### src/rtl/nibble_pair_assembler.sv
module nibble_pair_assembler #(
  parameter int NIB_W   = 4,
  parameter int ENTRY_W = 8
) (
  input  logic                 clk,
  input  logic                 rst_n,
  input  logic                 line_start,
  input  logic                 pix_valid,
  input  logic [NIB_W-1:0]     pix,
  input  logic                 dir_right,
  input  logic                 latch_odd,
  input  logic                 tbl_we,
  input  logic [NIB_W-1:0]     tbl_addr,
  input  logic [ENTRY_W-1:0]   tbl_data,
  output logic [2*NIB_W-1:0]   run_idx,
  output logic [2*NIB_W-1:0]   lat_idx,
  output logic                 lat_valid
);
  localparam int IDX_W   = 2 * NIB_W;
  localparam int ENTRIES = 1 << NIB_W;

  logic [NIB_W-1:0] tbl_q [ENTRIES];
  logic [IDX_W-1:0] run_q, lat_q, base, nxt;
  logic [NIB_W-1:0] look;
  logic             phase_q, phase_now, take, lv_q;
  logic             unused_hi;

  assign unused_hi = ^tbl_data[ENTRY_W-1:NIB_W];

  assign look      = tbl_q[pix];
  assign base      = line_start ? '0 : run_q;
  assign nxt       = dir_right ? {look, base[IDX_W-1:NIB_W]} : {base[NIB_W-1:0], look};
  assign phase_now = line_start ? 1'b0 : phase_q;
  assign take      = pix_valid && (phase_now == latch_odd);

  always_ff @(posedge clk) begin
    if (!rst_n) begin
      for (int i = 0; i < ENTRIES; i++) tbl_q[i] <= '0;
    end else if (tbl_we) begin
      tbl_q[tbl_addr] <= tbl_data[NIB_W-1:0];
    end
  end

  always_ff @(posedge clk) begin
    if (!rst_n) begin
      run_q   <= '0;
      lat_q   <= '0;
      lv_q    <= 1'b0;
      phase_q <= 1'b0;
    end else begin
      if (pix_valid)       run_q <= nxt;
      else if (line_start) run_q <= '0;
      if (pix_valid)       phase_q <= ~phase_now;
      else if (line_start) phase_q <= 1'b0;
      lv_q <= take;
      if (take) lat_q <= nxt;
    end
  end

  assign run_idx   = run_q;
  assign lat_idx   = lat_q;
  assign lat_valid = lv_q;
endmodule


### config.mk
export PLATFORM = sky130hd
export DESIGN_NAME = nibble_pair_assembler
export DESIGN_NICKNAME = d
export VERILOG_FILES = /design/src/rtl/nibble_pair_assembler.sv
export SDC_FILE = /design/constraint.sdc
export NUM_CORES = 1
export LEC_CHECK = 0
export ABC_AREA = 1
export BUFFER_PORTS_ARGS = -buffer_cell sky130_fd_sc_hd__buf_2
export CAP_MARGIN = 20
export CORE_MARGIN = 1.5
export CORE_UTILIZATION = 61
export CTS_BUF_LIST = sky130_fd_sc_hd__clkbuf_8
export CTS_CLUSTER_DIAMETER = 80
export CTS_CLUSTER_SIZE = 30
export DETAILED_ROUTE_END_ITERATION = 8
export PLACE_DENSITY = 0.82
export SKIP_LAST_GASP = 1
export SYNTH_ARGS = -nofsm -noshare
export SYNTH_HDL_FRONTEND = slang
export SYNTH_SLANG_ARGS = --single-unit
### constraint.sdc
create_clock -name clk -period 1.4 [get_ports clk]
set_input_delay 0.14 -clock clk [delete_from_list [all_inputs] [get_ports clk]]
set_output_delay 0.14 -clock clk [all_outputs]
set_load 0.02 [all_outputs]
# Word-level counts from Yosys, hierarchy flattened
# Memory sizes are Yosys's and may differ from the RTL's.
# Index checks and enable logic that the tools add are counted.
[classes] eq_ne=1 muxes=12 bitwise_logic=1 n_reduce_logical=2
[ops] op="$mux 8" count=3
[ops] op="$mux 4" count=2
[ops] op="$mux 1" count=7
[ops] op="$reduce_or 4->1" count=1
[ops] op="$eq 1x1->1" count=1
[ops] op="$logic_and 1x1->1" count=1
[ops] op="$not 1->1" count=1
[totals] reg_bits=18 mem_bits_rw=64 output_inout_bits=17 elab_cells=21 n_memories=1
[mem_list] memory="tbl_q" depth=16 word_bits=4 read_ports=1 rd_clocked_by_memory_dff=0 wr=16 line="22" text="logic [NIB_W-1:0] tbl_q [ENTRIES];"

# Logic depth before layout (Yosys ltp)
[depth] word_depth=5 depth_mapped=11 depth_no_buf=9

# Least setup slack after synthesis
# Ideal clock, no wire load.
[synth_path] kind="in2reg" start="input port rst_n" end="memory tbl_q[12][0], enable pin" setup_ps=308 t_arrival_ps=872 path_slack_ps=220 path_stages=5 n_path_buf=1 cell_sequence="buf_2 > nand2_1 > nor3_2 > nand2_1 > nand2_1"
[synth_rtl] element="start, declared" line="6" text="input logic rst_n,"
[synth_rtl] element="end, declared" line="22"

# Worst setup path after layout
[layout_path] start="memory tbl_q[14][1]" end="register lat_q[1] (netlist: lat_idx[1])"
[layout_between] elab_chain_len=2
[layout_rtl] element="$mem_v2 16x4"
[layout_rtl] element="$mux 8" line="32" text="assign nxt = dir_right ? {look, base[IDX_W-1:NIB_W]} : {base[NIB_W-1:0], look};"
[layout_rtl] element="end signal, assigned" line="56" text="if (take) lat_q <= nxt;"
[layout_rtl] element="end, declared" line="23" text="logic [IDX_W-1:0] run_q, lat_q, base, nxt;"
# No other way between the ends.
# A chain may end at the register's enable or synchronous reset.

==> results.py <==
metrics = {
    "sta": {
        "hold_viol_final": 0,
        "maxClockFrequency_mhz": 797,
        "slew_violations": 0,
        "report.final.setup_viol": 0,
        "rsz0062_at_grt": "no",
        "worst_pin_slew_ps": 376,
        "timing.final.ws_setup_ps": 145,
        "fin_worst_skew_ps": 4.98,
        "fin_crit_sh_pct": 89.7,
        "layout_min_cycle_time_ps": 1260,
        "setup_tns_ps": 0,
        "relSlewSlack_pct": 74.9,
    },
    "pwr": {
        "max-vdd-ir-drop_mv": 0.893,
        "p_switching_uw": 1280,
        "p_sw_share_pct": 26.5,
        "p_seq_share_pct": 57.8,
        "intPower_uw": 3570,
        "power_frac_clock_pct": 29.7,
        "power_uw": 4850,
        "leakage_uw": 0.00206,
        "p_comb_share_pct": 12.5,
        "p_per_area_nw_per_um2": 1110,
    },
    "cts": {
        "clock-sinks": 82,
        "clkSlewWorstSetupHoldPaths_ps": 80,
        "cts_tree": "built",
        "cts_setup_buffers": 0,
        "root_buffer": "clkbuf_8",
        "cts_hold_buf": 0,
        "cts_resized": 0,
        "cts_made_buffers": 9,
        "cts.htree.levels": 3,
        "cts_max_path_buffers": 2,
        "insertion_delay_ps": 340,
    },
    "synthesis": {
        "syn_area_per_cell_um2": 8.37,
        "synth.area.top_cells": "edfxtp_1 49%, nand2_1 16%, dfxtp_1 9.1%",
        "synth_top_area_share_pct": 48.8,
        "syn_area_um2": 3940,
        "synth_cells": 471,
        "ys_ff_latch": 82,
        "ys_types": 20,
        "synth_nets": 494,
        "yosysTopAreaCell": "edfxtp_1",
        "ys_seq_area_share_pct": 57.9,
        "yosysWarnings": 0,
    },
    "global_routing": {
        "grt_antenna_before_repair": 0,
        "grt_pass1_vias": 3028,
        "grt_pass1_wl_um": 13800,
        "grt_usage_pct": 25.6,
        "grt_max_degree": 35,
        "grt-ovfl-total": 0,
    },
    "floorplanning": {
        "die_w_um": 83.4,
        "dieArea_um2": 6950,
        "core_um2": 6280,
        "die_h_um": 83.4,
        "fp-row-count": 29,
        "io_pins": 40,
        "initial_core_util_pct": 62.8,
    },
    "setup_path": {
        "worstPathMaxFanout": 2,
        "critPathRequiredTime_ps": 1630,
        "reg2reg_depth": 8,
        "crit_path_end_kind": "register",
        "crit_type": "reg -> reg",
        "worstPathArrival_ps": 1480,
        "cp-start-kind": "register",
    },
    "detailed_routing": {
        "drc": 0,
        "num_vias": 3207,
        "avgViaCountPerCell": 5.41,
        "drtIter0Drc": 275,
        "ant_nets": 0,
        "wirelength_um": 8360,
        "first_pass_iters": 5,
        "wl_per_cell_um": 14.1,
    },
    "layout": {
        "antenna-diode-count": 0,
        "final_cell_mix": "170 x nand2_1, 67 x nor2_1, 64 x edfxtp_1",
        "drive_gt1_share_pct": 14.1,
        "final_nets": 534,
        "area_growth_pct": 10.9,
        "final_common_cell": "nand2_1",
    },
    "placed_design": {
        "gp_congestion": 0.859,
        "dpl_worst_slack_ps": 18.8,
        "portBuffers": 35,
        "dp_hpwl_um": 5720,
    },
    "worst_hold_path": {
        "hold_path.class": "in -> reg",
        "hold_path_depth": 4,
    },
    "flow_run": {
        "cap_violations": 0,
    },
    "outcome": {
        "status": "complete, no violations",
    },
}
layout make-up:
| class | instances | area [um2] |
|---|---|---|
| fill | 498 | 1910 |
| clock inverter | 7 | 38.8 |
| clock buffer | 9 | 124 |
| sequential | 82 | 2280 |
| timing repair buffer | 51 | 308 |
| multi-input combinational | 319 | 1330 |
| tap | 77 | 96.3 |
| inverter | 48 | 185 |
power by group through the flow:
stage | registers, uW | clock network (uW) | logic, uW
2_1_floorplan | 2900 | 0 | 383
3_3_place_gp | 2860 | 0 | 576
3_5_place_dp | 2860 | 0 | 594
4_1_cts | 2810 | 1450 | 598
5_1_grt | 2820 | 1550 | 678
6_report | 2810 | 1440 | 605
critical path: stages (launching register included):
cell and delay [ps]:
edfxtp_1 380, inv_1 70, nand2_1 50, nand3_1 70
nand3_1 100, nand3_1 160, nand3_1 100, nand2_1 130
a21oi_1 80
flip-flops by register name, summed over array words and instances (netlist names):
signal,flops
lat_idx,8
lat_valid,1
phase_q,1
run_idx,8
tbl_q,64
Yosys cell counts:
cell / n
clkbuf_1: 7
a21oi_2: 1
buf_6: 6
nand2_1: 170
inv_2: 2
nor3_2: 4
o21ai_0: 9
nand3_1: 48
inv_1: 44
buf_2: 6
and2_1: 1
a21oi_1: 17
dfxtp_1: 18
nor2_1: 67
o21ai_1: 1
buf_4: 3
inv_6: 1
edfxtp_1: 64
nand2_2: 1
clkinv_1: 1
final timing paths:
path              slack [ps]         end          from
hold reg to reg          540     phase_q       phase_q
setup / recovery         140  lat_idx[1]  tbl_q[14][1]
hold / removal           130     phase_q    line_start
setup reg to reg         140  lat_idx[1]  tbl_q[14][1]
layer usage:
metal / global-route usage [%] / part of all wire, %
met5: 0 / 0
met4: 10.5 / 2.2
met3: 4.77 / 7.6
met2: 44.3 / 51
met1: 31.8 / 39
metrics by stage:
stage / hold WS, ps / cell area [um2] / std cells / util, %
floorplan: 383 / 3940 / 471 / -
global placement: 451 / 4200 / 577 / 66.9
detailed placement: 462 / 4200 / 577 / 66.9
CTS: 96.1 / 4360 / 593 / 69.5
global route: 158 / 4370 / 593 / 69.6
finish: 128 / 4370 / 593 / 69.6
logic make-up (layout without fill, tap and decap cells):
kind of cell | after synthesis | in the layout | synth area share [%]
buffers and inverters | 70 | 115 | 8.42
and+or+nand+nor | 291 | 291 | 30.0
DFF | 82 | 82 | 57.9
AOI/OAI and AO/OA | 28 | 28 | 3.65
Note: power is estimated with default switching activity, not from simulation.
